## src/rtl/twm_pkg.sv

```systemverilog
package twm_pkg;

  localparam int CFG_W  = 16;
  localparam int STAT_W = 13;

  localparam logic [2:0] A_CFG   = 3'd1;
  localparam logic [2:0] A_UPPER = 3'd2;
  localparam logic [2:0] A_LOWER = 3'd3;
  localparam logic [2:0] A_CRIT  = 3'd4;
  localparam logic [2:0] A_STAT  = 3'd5;

  localparam int B_HYST_LO = 9;
  localparam int B_HYST_HI = 10;
  localparam int B_CLOCK   = 7;
  localparam int B_WLOCK   = 6;
  localparam int B_POL     = 1;

  localparam logic [CFG_W-1:0] CFG_MASK = 16'h07FF;

  localparam int F_ABOVE = 0;
  localparam int F_BELOW = 1;
  localparam int F_CRIT  = 2;
  localparam int NFLAG   = 3;

  // margin in LSBs: 1.5, 3 and 6 degrees expressed with frac fraction bits
  function automatic int unsigned hyst_steps(input logic [1:0] sel, input int unsigned frac);
    case (sel)
      2'b01:   return 32'd3 << (frac - 1);
      2'b10:   return 32'd3 << frac;
      2'b11:   return 32'd3 << (frac + 1);
      default: return 32'd0;
    endcase
  endfunction

endpackage

```

## src/rtl/twm_regs.sv

```systemverilog
module twm_regs
  import twm_pkg::*;
#(
  parameter int TW = 13,
  parameter int AW = 3
) (
  input  logic                 clk,
  input  logic                 rst,
  input  logic                 we,
  input  logic [AW-1:0]        addr,
  input  logic [CFG_W-1:0]     wdata,
  output logic [CFG_W-1:0]     cfg,
  output logic signed [TW-1:0] lim_hi,
  output logic signed [TW-1:0] lim_lo,
  output logic signed [TW-1:0] lim_crit
);

  logic [CFG_W-1:0] cfg_wr;
  logic             any_lock;

  assign any_lock = cfg[B_WLOCK] | cfg[B_CLOCK];

  always_comb begin
    cfg_wr = wdata & CFG_MASK;
    if (any_lock) begin
      cfg_wr[B_HYST_HI:B_HYST_LO] = cfg[B_HYST_HI:B_HYST_LO];
    end
  end

  always_ff @(posedge clk) begin
    if (rst) begin
      cfg      <= '0;
      lim_hi   <= '0;
      lim_lo   <= '0;
      lim_crit <= '0;
    end else if (we) begin
      case (addr)
        AW'(A_CFG):   cfg <= cfg_wr;
        AW'(A_UPPER): if (!cfg[B_WLOCK]) lim_hi   <= wdata[TW-1:0];
        AW'(A_LOWER): if (!cfg[B_WLOCK]) lim_lo   <= wdata[TW-1:0];
        AW'(A_CRIT):  if (!cfg[B_CLOCK]) lim_crit <= wdata[TW-1:0];
        default: ;
      endcase
    end
  end

endmodule

```

## src/rtl/twm_hyst_cmp.sv

```systemverilog
module twm_hyst_cmp
  import twm_pkg::*;
#(
  parameter int   TW       = 13,
  parameter int   FRAC     = 2,
  parameter logic LOW_SIDE = 1'b0
) (
  input  logic signed [TW-1:0] temp_i,
  input  logic signed [TW-1:0] limit_i,
  input  logic [1:0]           hsel_i,
  input  logic                 cur_i,
  output logic                 nxt_o
);

  localparam int EW = TW + 2;

  logic signed [EW-1:0] t_e;
  logic signed [EW-1:0] l_e;
  logic signed [EW-1:0] h_e;
  logic signed [EW-1:0] thr;

  assign t_e = EW'(temp_i);
  assign l_e = EW'(limit_i);
  assign h_e = EW'(hyst_steps(hsel_i, FRAC));
  assign thr = l_e - h_e;

  generate
    if (LOW_SIDE) begin : g_low
      always_comb begin
        if (t_e >= l_e)      nxt_o = 1'b0;
        else if (t_e <= thr) nxt_o = 1'b1;
        else                 nxt_o = cur_i;
      end
    end else begin : g_high
      always_comb begin
        if (t_e > l_e)       nxt_o = 1'b1;
        else if (t_e <= thr) nxt_o = 1'b0;
        else                 nxt_o = cur_i;
      end
    end
  endgenerate

endmodule

```

## src/rtl/thermal_window_monitor.sv

```systemverilog
module thermal_window_monitor
  import twm_pkg::*;
#(
  parameter int TW   = 13,
  parameter int FRAC = 2,
  parameter int AW   = 3
) (
  input  logic                 clk,
  input  logic                 rst,
  input  logic                 samp_vld,
  input  logic signed [TW-1:0] samp_temp,
  input  logic                 reg_we,
  input  logic [AW-1:0]        reg_addr,
  input  logic [CFG_W-1:0]     reg_wdata,
  output logic [CFG_W-1:0]     reg_rdata,
  output logic                 above_o,
  output logic                 below_o,
  output logic                 crit_o,
  output logic                 event_o
);

  localparam int PAD = CFG_W - TW;

  logic [CFG_W-1:0]     cfg;
  logic signed [TW-1:0] lim_hi;
  logic signed [TW-1:0] lim_lo;
  logic signed [TW-1:0] lim_crit;
  logic signed [TW-1:0] lim_arr [NFLAG];
  logic [NFLAG-1:0]     flag_q;
  logic [NFLAG-1:0]     flag_nxt;
  logic [NFLAG-1:0]     flag_sel;
  logic signed [TW-1:0] last_temp;
  logic signed [STAT_W-1:0] temp_x;
  logic [CFG_W-1:0]     rd_nxt;

  twm_regs #(.TW(TW), .AW(AW)) u_regs (
    .clk      (clk),
    .rst      (rst),
    .we       (reg_we),
    .addr     (reg_addr),
    .wdata    (reg_wdata),
    .cfg      (cfg),
    .lim_hi   (lim_hi),
    .lim_lo   (lim_lo),
    .lim_crit (lim_crit)
  );

  assign lim_arr[F_ABOVE] = lim_hi;
  assign lim_arr[F_BELOW] = lim_lo;
  assign lim_arr[F_CRIT]  = lim_crit;

  generate
    for (genvar i = 0; i < NFLAG; i++) begin : g_cmp
      twm_hyst_cmp #(
        .TW       (TW),
        .FRAC     (FRAC),
        .LOW_SIDE (i == F_BELOW)
      ) u_cmp (
        .temp_i  (samp_temp),
        .limit_i (lim_arr[i]),
        .hsel_i  (cfg[B_HYST_HI:B_HYST_LO]),
        .cur_i   (flag_q[i]),
        .nxt_o   (flag_nxt[i])
      );
    end
  endgenerate

  assign flag_sel = samp_vld ? flag_nxt : flag_q;

  always_ff @(posedge clk) begin
    if (rst) begin
      flag_q    <= '0;
      last_temp <= '0;
      event_o   <= 1'b0;
    end else begin
      if (samp_vld) begin
        flag_q    <= flag_nxt;
        last_temp <= samp_temp;
      end
      event_o <= (|flag_sel) ^ cfg[B_POL];
    end
  end

  assign above_o = flag_q[F_ABOVE];
  assign below_o = flag_q[F_BELOW];
  assign crit_o  = flag_q[F_CRIT];

  assign temp_x = STAT_W'(last_temp);

  always_comb begin
    case (reg_addr)
      AW'(A_CFG):   rd_nxt = cfg;
      AW'(A_UPPER): rd_nxt = {{PAD{1'b0}}, lim_hi};
      AW'(A_LOWER): rd_nxt = {{PAD{1'b0}}, lim_lo};
      AW'(A_CRIT):  rd_nxt = {{PAD{1'b0}}, lim_crit};
      AW'(A_STAT):  rd_nxt = {flag_q[F_CRIT], flag_q[F_ABOVE], flag_q[F_BELOW], temp_x};
      default:      rd_nxt = '0;
    endcase
  end

  always_ff @(posedge clk) begin
    if (rst) reg_rdata <= '0;
    else     reg_rdata <= rd_nxt;
  end

endmodule

```

## config.mk

```make
export PLATFORM = sky130hd
export DESIGN_NAME = thermal_window_monitor
export DESIGN_NICKNAME = d
export VERILOG_FILES = /design/src/rtl/twm_pkg.sv /design/src/rtl/twm_regs.sv /design/src/rtl/twm_hyst_cmp.sv /design/src/rtl/thermal_window_monitor.sv
export SDC_FILE = /design/constraint.sdc
export NUM_CORES = 1
export LEC_CHECK = 0
export BUFFER_PORTS_ARGS = -buffer_cell sky130_fd_sc_hd__buf_2
export CORE_MARGIN = 4
export CORE_UTILIZATION = 28
export DETAILED_ROUTE_END_ITERATION = 12
export MAX_ROUTING_LAYER = met4
export PLACE_DENSITY_LB_ADDON = 0.2
export SLEW_MARGIN = 20
export SYNTH_ARGS = -nofsm -noshare
export SYNTH_HDL_FRONTEND = slang
export SYNTH_SLANG_ARGS = --single-unit
```

## constraint.sdc

```tcl
create_clock -name clk -period 4.8 [get_ports clk]
set_input_delay 0.48 -clock clk [delete_from_list [all_inputs] [get_ports clk]]
set_output_delay 0.48 -clock clk [all_outputs]
set_load 0.01 [all_outputs]
```

## Word level (Yosys, flattened, before mapping)

Index checks and enable logic that the tools add are counted.

- Bitwise operators: 5
- $add $sub $neg: 3
- Order comparisons: 6
- Reduce and logical (&&, ||, !) cells: 6
- Multiplexer cells: 9
- Equal/unequal tests: 8

Operators with widths:

| operator | number |
|---|---|
| $pmux W16 S5 | 1 |
| $sub A13 B6 Y14 | 3 |
| $le A13 B14 Y1 | 2 |
| $gt A13 B13 Y1 | 2 |
| $le A13 B15 Y1 | 1 |
| $pmux W5 S3 | 1 |
| $ge A13 B13 Y1 | 1 |
| $reduce_and A3 Y1 | 4 |
| $eq A3 B2 Y1 const B | 2 |
| $eq A3 B3 Y1 const B | 2 |
| $mux W1 | 6 |
| $eq A2 B2 Y1 const B | 2 |
| $eq A3 B1 Y1 const B | 1 |
| $mux W3 | 1 |
| $not A1 Y1 | 3 |
| $reduce_or A3 Y1 | 1 |
| $eq A2 B1 Y1 const B | 1 |
| $reduce_and A2 Y1 | 1 |
| $or A1 B1 Y1 | 1 |
| $xor A1 B1 Y1 | 1 |

- Bits in registers: 83
- Logic and storage cells: 46

## Logic depth before layout (Yosys ltp)

Gate-level depths: netlist (run 1).

- Depth after elaboration: 9
- Depth in mapped cells: 18
- Depth with buffers taken out: 18

## Modules after synthesis

Synthesis (run 1) repeated with hierarchy kept, for this count alone.

- Cell total of the unflattened synthesis: 729
- Area total of the unflattened synthesis: 6478.7 um2

Modules (own cells, without submodules):

| module | instances | cells each | area each (um2) |
|---|---|---|---|
| twm_regs | 1 | 200 | 2038.2 |
| twm_hyst_cmp at g_cmp[0].u_cmp ... | 2 | 127 | 943.4 |
| thermal_window_monitor | 1 | 153 | 1615.3 |
| twm_hyst_cmp at g_cmp[1].u_cmp | 1 | 122 | 938.4 |

## Worst setup path after synthesis (run 1)

No wires, ideal clock.

- Path kind: register to register
- Start point: register u_regs.cfg[10]
- End point: register event_o
- Data arrival time: 3.832 ns
- Cell stages (with the launch flop): 16
- Setup slack: 0.845 ns
- Period minus slack after synthesis: 3.955 ns
- Path through: dfxtp_1 > inv_1 > ha_1 > fa_1 > a21oi_1 > nor2b_1 > or3_1 > nor2_1 > xnor2_1 > ha_1 > a21o_1 > a2111oi_2 > a311oi_1 > a221o_1 > a2111oi_2 > mux2_1

- Word-level cells in the longest chain between the ends: 9

RTL lines:

| item | RTL line | text |
|---|---|---|
| start: declaration | twm_regs.sv:12 | `output logic [CFG_W-1:0] cfg,` |
| start signal: assignment | twm_regs.sv:38 | `AW'(A_CFG): cfg <= cfg_wr;` |
| $eq A2 B2 Y1 / $eq A2 B1 Y1 (equally long branches) | twm_pkg.sv:27 | `case (sel)` |
| $pmux W5 S3 * | twm_pkg.sv:27 |  |
| $sub A13 B6 Y14 | twm_hyst_cmp.sv:25 | `assign thr = l_e - h_e;` |
| $le A13 B15 Y1 (tied with other cells) | twm_hyst_cmp.sv:37 | `else if (t_e <= thr) nxt_o = 1'b0;` |
| $mux W1, on equally long branches | twm_hyst_cmp.sv:37, twm_hyst_cmp.sv:31 |  |
| $mux W1, on equally long branches | twm_hyst_cmp.sv:36, twm_hyst_cmp.sv:30 |  |
| $mux W3 * | n/a |  |
| $reduce_or A3 Y1 * | thermal_window_monitor.sv:80 | `event_o <= (\|flag_sel) ^ cfg[B_POL];` |
| $xor A1 B1 Y1 * | thermal_window_monitor.sv:80 |  |
| end signal: assignment | thermal_window_monitor.sv:80 |  |
| end: declaration | thermal_window_monitor.sv:19 | `output logic event_o` |

Every way passes the cells marked *; elsewhere a longest branch is shown, timed or not.
A chain may end at the register's enable or synchronous reset.

## Worst setup path after layout (run 1)

Ends and elaborated chain as after synthesis.

==> results.sh, run 1 <==
export IMPL_status="finished, final reports clean"
export IMPL_multi_input_area_sq_um=3970
export IMPL_cpLargestDelayFamily="simple AND/OR/NAND/NOR gates"
export IMPL_cts_root_buffer="clkbuf_16"
export IMPL_final_min_clock_period_ns=4.37
export IMPL_hold_slack_ns=0.390
export IMPL_rsz0062_at_grt="false"
export IMPL_netlist_area_sq_um=5910
export IMPL_rr_worst_depth=17
export IMPL_worst_pin_slew_ns=1.08
export IMPL_drtIter0Drc=290
export IMPL_cp_common_cell="ha_1"
export IMPL_crit_type="register to register"
export IMPL_worst_path_stages=17
export IMPL_layout_commonest_cell="ha_1"
export IMPL_path_clk_slew_ns=0.06
export IMPL_finalSetupTns_ns=0
export IMPL_pin_count=56
export IMPL_required_ns=5.03
export IMPL_avgSynthCellArea_sq_um=8.35
export IMPL_die_w_microns=153
export IMPL_dp_hpwl_microns=13900
export IMPL_start_util_pct=28.8
export IMPL_skew_ns=0.00897
export IMPL_min_delay_path_depth=3
export IMPL_dieArea_sq_um=23500
export IMPL_cts_tree="yes"
export IMPL_worstSetupEndpointType="register"
export IMPL_drv_cap=0
export IMPL_ys_ff_latch=83
export IMPL_synth_ff_type="dfxtp_1"
export IMPL_cpMaxStageDelayCell="or4_1"
export IMPL_overflow=0
export IMPL_slew_violations=0
export IMPL_gp_congestion=0.821
export IMPL_leakagePower_uw=0.00269
export IMPL_clock_sinks=83
export IMPL_drc_errors=0
export IMPL_clk_latency_ns=0.35
export IMPL_die_h_microns=153
export IMPL_area_delta_synth_final_pct=15.4
export IMPL_numPortBuffers=52
export IMPL_cpPeakStageDelay_ns=0.44
export IMPL_layout_drive_gt1_share_pct=11.8
export IMPL_final_cell_area_sq_um=6820
export IMPL_grt_pass1_wl_microns=28000
export IMPL_wl_microns=17700
export IMPL_min_period_over_period_pct=91.0
export IMPL_finalSetupViolCount=0
export IMPL_coreArea_sq_um=20500
export IMPL_regArea_sq_um=1660
export IMPL_netlist_area_leader_share_pct=28.1
export IMPL_grt_max_degree=50
export IMPL_ant_nets=0
export IMPL_min_path_type="primary input to register"
export IMPL_seq_area_frac_synth_pct=28.1
export IMPL_post_drt_wl_per_cell_microns=17.2
export IMPL_first_pass_iters=5
export IMPL_vias=5030
export IMPL_synth_cell_types=52
export IMPL_syn_num_nets=839
export IMPL_power_density_nw_per_um2=269
export IMPL_grt_antenna_before_repair=0
export IMPL_path_cells="inv_1 -> ha_2 -> ha_1 -> nor2b_1 -> o21ai_1 -> nand2b_1 -> a21boi_1 -> nand2_1 -> or4_1 -> xnor2_1 -> ha_1 -> nand3_1 -> nor4_1 -> o31ai_1 -> a2111oi_2 -> buf_4 -> mux2_1"
export IMPL_hold_viol_final=0
export IMPL_final_cell_mix="ha_1, dfxtp_1, a21oi_1"
export IMPL_vias_per_cell=4.87
export IMPL_cp_buffers_inverters=2
export IMPL_clock_path_buffers=2
export IMPL_nets=889
export IMPL_cp_arrival_ns=4.59
export IMPL_cts_max_level=3
export IMPL_cp_max_fo=5
export IMPL_vdd_ir_drop_max_v=0.000153
export IMPL_async_flop_share_pct=0
export IMPL_relSlewSlack_pct=27.2
export IMPL_numCtsBuffers=9
export IMPL_nFillCells=2199
export IMPL_synth_edf_count=0
export IMPL_synth_warnings=0
export IMPL_grt_pass1_vias=4863
export IMPL_synth_top_cell_by_area="dfxtp_1"
export IMPL_holdBufCountCts=0
export IMPL_postSynthCellCount=708
export IMPL_row_count=52
export IMPL_antennaDiodeCount=0
export IMPL_fmax_ghz=0.229
export IMPL_yosys_top_cells_area="dfxtp_1, ha_1, mux2i_1"
export IMPL_crit_path_start_kind="register"
export IMPL_grt_total_usage_pct=15.6
export IMPL_place_area_sq_um=6510
==> logic make-up after synthesis <==
| family | Yosys count | synth area share (%) |
|---|---|---|
| AND/OR/NAND/NOR | 223 | 17.5 |
| flip-flops | 83 | 28.1 |
| buffers and inverters | 78 | 5.21 |
| adder cells (fa/ha/maj) | 95 | 20.5 |
| AO/OA/AOI/OAI | 146 | 15.2 |
| XOR/XNOR | 27 | 4.00 |
| multiplexers | 56 | 9.51 |
==> layer usage <==
| metal | global-route usage, % | up-vias | part of all wire (%) |
|---|---|---|---|
| li1 | - | 2610 | - |
| met1 | 21.4 | 2316 | 49 |
| met2 | 24.5 | 94 | 46 |
| met3 | 2.54 | 10 | 3.9 |
| met4 | 2.72 | 0 | 0.59 |
| met5 | - | - | 0 |
==> worst reg2reg max path, delay by kind of cell, from the launching register on <==
kind            cells  cell delay [ns]
simple gates        6             1.35
fa+ha+maj           3             0.94
compound gates      4             0.90
flops               1             0.34
mux                 1             0.31
buf+inv             2             0.26
xor+xnor            1             0.15
==> synthesized netlist by cell type (all sizes together), types with 2 or more instances <==
library cell  instances
a21boi                4
nand2                68
nor2                 71
nand3                18
a211oi                4
xnor2                25
nand3b                3
dfxtp                83
o21ai                19
o22a                  2
xor2                  2
fa                    3
ha                   92
nand4                12
and2b                 2
a21oi                75
a21o                 12
clkbuf               19
or3                   3
a221oi                2
a22oi                11
and2                  5
buf                   7
a31oi                 3
nor2b                 9
mux2i                55
a2111oi               3
nor4                  6
nor3b                 2
nand2b                8
o31ai                 4
nor3                 11
and4                  2
inv                  52
==> registers in the layout, summed over array words and instances (netlist names) <==
| register | cells |
|---|---|
| last_temp | 13 |
| reg_rdata | 16 |
| event_o | 1 |
| u_regs.lim_hi | 13 |
| u_regs.lim_crit | 13 |
| flag_q | 3 |
| u_regs.cfg | 11 |
| u_regs.lim_lo | 13 |
==> path summary, 6_finish.rpt <==
path / endpoint / slack (ns) / start
max: event_o / 0.43 / u_regs.cfg[10]
min reg2reg: u_regs.cfg[3] / 0.45 / u_regs.cfg[3]
max reg2reg: event_o / 0.43 / u_regs.cfg[10]
min: last_temp[0] / 0.39 / samp_temp[0]
==> area by class of cell <==
class | count | area share [%]
multi-input combinational | 547 | 58.2
sequential | 83 | 24.4
timing repair buffer | 65 | 5.25
tap | 270 | 4.95
clock buffer | 11 | 3.56
inverter | 52 | 2.86
clock inverter | 5 | 0.771
==> through the flow <==
stage	setup slack, ns	power, uW	instances	util [%]
final	0.433	1830	1033	33.3
after detailed placement	0.346	1140	1017	31.7
after global placement	0.350	1140	1017	31.7
after CTS	0.329	1850	1033	33.2
after global routing	0.0511	1940	1033	33.3
after floorplan	0.845	1010	708	-
==> what timing repair did <==
item                                    CTS  global route
buffers inserted                          0             0
gates resized for setup                   0             4
endpoints found under the setup margin    0             1
==> where the power goes <==
part	total, uW	internal (uW)	switching (uW)
sequential	728	709	18.7
clock	707	415	292
combinational	399	170	229
total	1830	1290	540
Note: power is estimated with default switching activity, not from simulation.
==> run 2, diff against run 1 <==
Clock period 4.8 ns to 4.58 ns, I/O delays scaled along.
==> results.sh, run 2 (same netlist as run 1, synthesis figures left out) <==
export IMPL_antennaDiodeCount=0
export IMPL_required_ns=4.81
export IMPL_slew_violations=0
export IMPL_cpMaxStageDelayCell="fa_1"
export IMPL_finalSetupViolCount=0
export IMPL_vias=5013
export IMPL_clk_latency_ns=0.35
export IMPL_dieArea_sq_um=23500
export IMPL_path_clk_slew_ns=0.06
export IMPL_power_density_nw_per_um2=297
export IMPL_wl_microns=17900
export IMPL_vdd_ir_drop_max_v=0.000171
export IMPL_fin_ws_ns=0.325
export IMPL_finalSetupTns_ns=0
export IMPL_clock_sinks=83
export IMPL_start_util_pct=28.8
export IMPL_numPortBuffers=52
export IMPL_grt_total_usage_pct=15.9
export IMPL_relSlewSlack_pct=31.1
export IMPL_die_h_microns=153
export IMPL_r2r_slack_ns=0.32
export IMPL_vias_per_cell=4.85
export IMPL_cp_buffers_inverters=3
export IMPL_first_pass_iters=4
export IMPL_cpPeakStageDelay_ns=0.41
export IMPL_ant_nets=0
export IMPL_dp_slack_ns=0.165
export IMPL_cpLargestDelayFamily="compound AO/OA/AOI/OAI gates"
export IMPL_layout_drive_gt1_share_pct=12.6
export IMPL_final_min_clock_period_ns=4.26
export IMPL_grt_pass1_wl_microns=28500
export IMPL_leakagePower_uw=0.00272
export IMPL_path_cells="inv_1 -> ha_2 -> ha_1 -> inv_1 -> fa_1 -> a21oi_1 -> nor2b_1 -> or3_4 -> nor2_2 -> xnor2_1 -> ha_1 -> a21o_1 -> a2111oi_2 -> a311oi_1 -> a221o_1 -> a2111oi_2 -> buf_4 -> mux2_1"
export IMPL_drc_errors=0
export IMPL_multi_input_area_sq_um=3990
export IMPL_worstSetupEndpointType="register"
export IMPL_die_w_microns=153
export IMPL_fin_util_pct=33.7
export IMPL_holdBufCountCts=0
export IMPL_area_delta_synth_final_pct=16.7
export IMPL_largest_register="reg_rdata"
export IMPL_post_drt_wl_per_cell_microns=17.3
export IMPL_crit_path_start_kind="register"
export IMPL_pin_count=56
export IMPL_row_count=52
export IMPL_post_cts_buffers=0
export IMPL_dp_hpwl_microns=14100
export IMPL_status="finished, final reports clean"
export IMPL_hold_viol_final=0
export IMPL_layout_commonest_cell="ha_1"
export IMPL_fmax_ghz=0.235
export IMPL_grt_antenna_before_repair=0
export IMPL_grt_max_degree=47
export IMPL_drtIter0Drc=221
export IMPL_worst_pin_slew_ns=1.03
export IMPL_final_cell_mix="ha_1, dfxtp_1, a21oi_1"
export IMPL_numCtsBuffers=9
export IMPL_cts_resized=0
export IMPL_skew_ns=0.00776
export IMPL_drv_cap=0
export IMPL_nets=890
export IMPL_largest_reg_flops=16
export IMPL_cts_tree="yes"
export IMPL_grt_pass1_vias=4974
export IMPL_regArea_sq_um=1660
export IMPL_min_path_type="primary input to register"
export IMPL_cts_max_level=3
export IMPL_rsz0062_at_grt="false"
export IMPL_nFillCells=2204
export IMPL_overflow=0
export IMPL_report_power_total_uw=2050
export IMPL_clock_path_buffers=2
export IMPL_min_period_over_period_pct=92.9
export IMPL_cp_arrival_ns=4.49
export IMPL_cts_root_buffer="clkbuf_16"
export IMPL_hold_slack_ns=0.369
export IMPL_cp_max_fo=4
export IMPL_crit_type="register to register"
export IMPL_gp_congestion=0.837
export IMPL_coreArea_sq_um=20500
## run 2: cell count changes in the layout (fill, tap and decap cells not counted), moves of 2 or more
cell	before	now
a21boi_1	3	1
a21boi_2	0	2
bufinv_16	1	3
clkinv_2	3	1
## run 2: worst reg2reg max path, stage by stage (launching register included)
cell and delay [ns]:
dfxtp_1 0.31, inv_1 0.07, ha_2 0.20, ha_1 0.14
inv_1 0.05, fa_1 0.41, a21oi_1 0.16, nor2b_1 0.07
or3_4 0.36, nor2_2 0.14, xnor2_1 0.13, ha_1 0.26
a21o_1 0.19, a2111oi_2 0.40, a311oi_1 0.14, a221o_1 0.30
a2111oi_2 0.29, buf_4 0.20, mux2_1 0.31
## run 2: worst paths after layout
kind	end	depth (start not counted)	from
hold / removal	last_temp[0]	3	samp_temp[0]
setup reg to reg	event_o	18	u_regs.cfg[10]
hold reg to reg	u_regs.cfg[3]	2	u_regs.cfg[3]
setup / recovery	event_o	18	u_regs.cfg[10]
## run 2: report_power, final
group / internal [uW] / total, uW / leakage [uW] / switching, uW
clock: 549 / 864 / 0.000169 / 315
combinational: 179 / 422 / 0.00188 / 243
sequential: 743 / 763 / 0.000674 / 19.6
total: 1470 / 2050 / 0.00272 / 578
## run 2: per-layer routing
| metal | GRT usage (%) | up-vias | wire length, microns | share of wire (%) |
|---|---|---|---|---|
| li1 | - | 2606 | - | - |
| met1 | 21.7 | 2329 | 8920 | 50 |
| met2 | 24.5 | 63 | 8180 | 46 |
| met3 | 3.11 | 15 | 559 | 3.1 |
| met4 | 3.44 | 0 | 206 | 1.2 |
| met5 | - | - | 0 | 0 |
## run 2: through the flow
step                area (sq um)  instances
finish                      6900       1034
CTS                         6860       1034
floorplan                   5910        708
global route                6900       1034
global placement            6510       1018
detailed placement          6510       1018
## run 2: area by class of cell
cell class / instances / share of cell area (%)
Clock buffer: 10 / 3.46
Sequential cell: 83 / 24.1
Timing Repair Buffer: 66 / 5.30
Clock inverter: 6 / 1.61
Multi-Input combinational cell: 547 / 57.8
Tap cell: 270 / 4.90
Inverter: 52 / 2.83
==> run 3, diff against run 2 <==
Settings changed: CORE_ASPECT_RATIO from default to 1.5, HOLD_SLACK_MARGIN from default to 0.06.
==> results.sh, run 3 (same netlist as run 1, synthesis figures left out) <==
export IMPL_holdBufCountCts=0
export IMPL_pin_count=56
export IMPL_relSlewSlack_pct=25.7
export IMPL_skew_ns=0.00797
export IMPL_grt_total_usage_pct=16.8
export IMPL_area_delta_synth_final_pct=16.0
export IMPL_min_path_type="primary input to register"
export IMPL_cp_max_fo=5
export IMPL_dp_hpwl_microns=15100
export IMPL_worstSetupEndpointType="register"
export IMPL_ant_nets=0
export IMPL_overflow=0
export IMPL_cts_resized=0
export IMPL_crit_type="register to register"
export IMPL_leakagePower_uw=0.00272
export IMPL_grt_pass1_wl_microns=29600
export IMPL_clk_latency_ns=0.35
export IMPL_cp_arrival_ns=4.54
export IMPL_drc_errors=0
export IMPL_cts_root_buffer="clkbuf_16"
export IMPL_required_ns=4.82
export IMPL_grt_pass1_vias=5481
export IMPL_cp_common_cell="ha_1"
export IMPL_min_period_over_period_pct=93.9
export IMPL_drtIter0Drc=206
export IMPL_cpPeakStageDelay_ns=0.45
export IMPL_final_cell_mix="ha_1, dfxtp_1, a21oi_1"
export IMPL_die_w_microns=127
export IMPL_vdd_ir_drop_max_v=0.000160
export IMPL_final_min_clock_period_ns=4.30
export IMPL_rr_worst_depth=17
export IMPL_clock_sinks=83
export IMPL_r2r_slack_ns=0.28
export IMPL_dieArea_sq_um=23500
export IMPL_layout_drive_gt1_share_pct=12.0
export IMPL_largest_register="reg_rdata"
export IMPL_slew_violations=0
export IMPL_crit_path_start_kind="register"
export IMPL_first_pass_iters=4
export IMPL_wl_microns=18600
export IMPL_grt_max_degree=40
export IMPL_worst_pin_slew_ns=1.11
export IMPL_nets=891
export IMPL_numPortBuffers=52
export IMPL_vias=5159
export IMPL_fmax_ghz=0.233
export IMPL_gp_congestion=0.841
export IMPL_drv_cap=0
export IMPL_hold_viol_final=0
export IMPL_grt_antenna_before_repair=0
export IMPL_vias_per_cell=5.01
export IMPL_largest_reg_flops=16
export IMPL_status="finished, final reports clean"
export IMPL_path_clk_slew_ns=0.06
export IMPL_rr_endpoint="event_o"
export IMPL_cts_tree="yes"
export IMPL_row_count=64
export IMPL_start_util_pct=28.7
export IMPL_die_h_microns=186
export IMPL_endpoint="event_o"
export IMPL_final_cell_count_no_fill=1029
export IMPL_post_cts_buffers=0
export IMPL_layout_commonest_cell="ha_1"
export IMPL_worstReg2RegStart="u_regs.cfg[10]"
export IMPL_min_delay_path_depth=3
export IMPL_cpMaxStageDelayCell="a2111oi_4"
export IMPL_numCtsBuffers=9
export IMPL_post_drt_wl_per_cell_microns=18.1
export IMPL_dp_cells=1013
export IMPL_coreArea_sq_um=20600
export IMPL_path_cells="inv_1 -> ha_2 -> ha_1 -> nor2b_1 -> o21ai_1 -> nand2b_1 -> a21boi_1 -> nand2_1 -> or4_1 -> xnor2_1 -> ha_1 -> a21o_1 -> a21oi_1 -> o2111a_1 -> o31ai_1 -> a2111oi_4 -> mux2_1"
export IMPL_clock_path_buffers=2
export IMPL_antennaDiodeCount=0
export IMPL_cp_startpoint="u_regs.cfg[10]"
export IMPL_cts_max_level=3
export IMPL_finalSetupViolCount=0
export IMPL_power_density_nw_per_um2=288
export IMPL_finalSetupTns_ns=0
-- run 3: changes by cell type in the layout (fill, tap and decap cells not counted), sizes merged --
cell and change:
clkbuf +3, bufinv -2, buf +1, clkinvlp -1
-- run 3: area by class of cell --
class / count / area (sq um)
repair buffers: 67 / 373
inverters: 52 / 195
clock buffers: 13 / 270
well taps: 264 / 330
clock inverters: 3 / 43.8
flip-flops and latches: 83 / 1660
fillers: 2179 / 13700
multi-input cells: 547 / 3980
-- run 3: metal layers --
metal	global-route usage, %	share of wire, %	vias to the layer above	wire, microns
met5	-	0	-	0
met4	6.78	2.8	0	529
met3	1.81	2.6	30	479
met2	31.0	53	76	9940
met1	18.4	41	2445	7670
li1	-	-	2608	-
-- run 3: where the power goes --
group	switching [uW]	internal [uW]	leakage [uW]	total, uW
Combinational	248	182	0.00189	429
Sequential	19.9	743	0.000674	763
Clock	311	469	0.000156	780
Total	579	1390	0.00272	1970
-- run 3: through the flow --
step / util (%) / area, sq um / hold slack [ns] / total power [uW] / setup WS [ns]
after floorplan: - / 5910 / 0.436 / 1060 / 0.625
after global placement: 31.7 / 6510 / 0.446 / 1210 / 0.151
after detailed placement: 31.7 / 6510 / 0.451 / 1210 / 0.138
after CTS: 33.2 / 6830 / 0.353 / 2000 / 0.120
after global routing: 33.3 / 6860 / 0.385 / 2080 / -0.00140
final: 33.3 / 6860 / 0.372 / 1970 / 0.280
-- run 3: critical path: cells and delay by family (launching register included) --
family | cells | cell delay [ns]
AND/OR/NAND/NOR | 4 | 0.77
flip-flops | 1 | 0.33
buffers and inverters | 1 | 0.10
multiplexers | 1 | 0.35
XOR/XNOR | 1 | 0.19
AO/OA/AOI/OAI | 7 | 1.53
adder cells (fa/ha/maj) | 3 | 0.93
-- run 3: worst min path at each step --
| stage | startpoint | endpoint | slack, ns |
|---|---|---|---|
| 2_1_floorplan | u_regs.cfg[0] | u_regs.cfg[0] | 0.44 |
| 3_3_place_gp | u_regs.cfg[4] | u_regs.cfg[4] | 0.45 |
| 3_5_place_dp | u_regs.cfg[8] | u_regs.cfg[8] | 0.45 |
| 4_1_cts | samp_temp[0] | last_temp[0] | 0.35 |
| 5_1_grt | reg_wdata[12] | u_regs.lim_lo[12] | 0.39 |
| 6_report | samp_temp[0] | last_temp[0] | 0.37 |
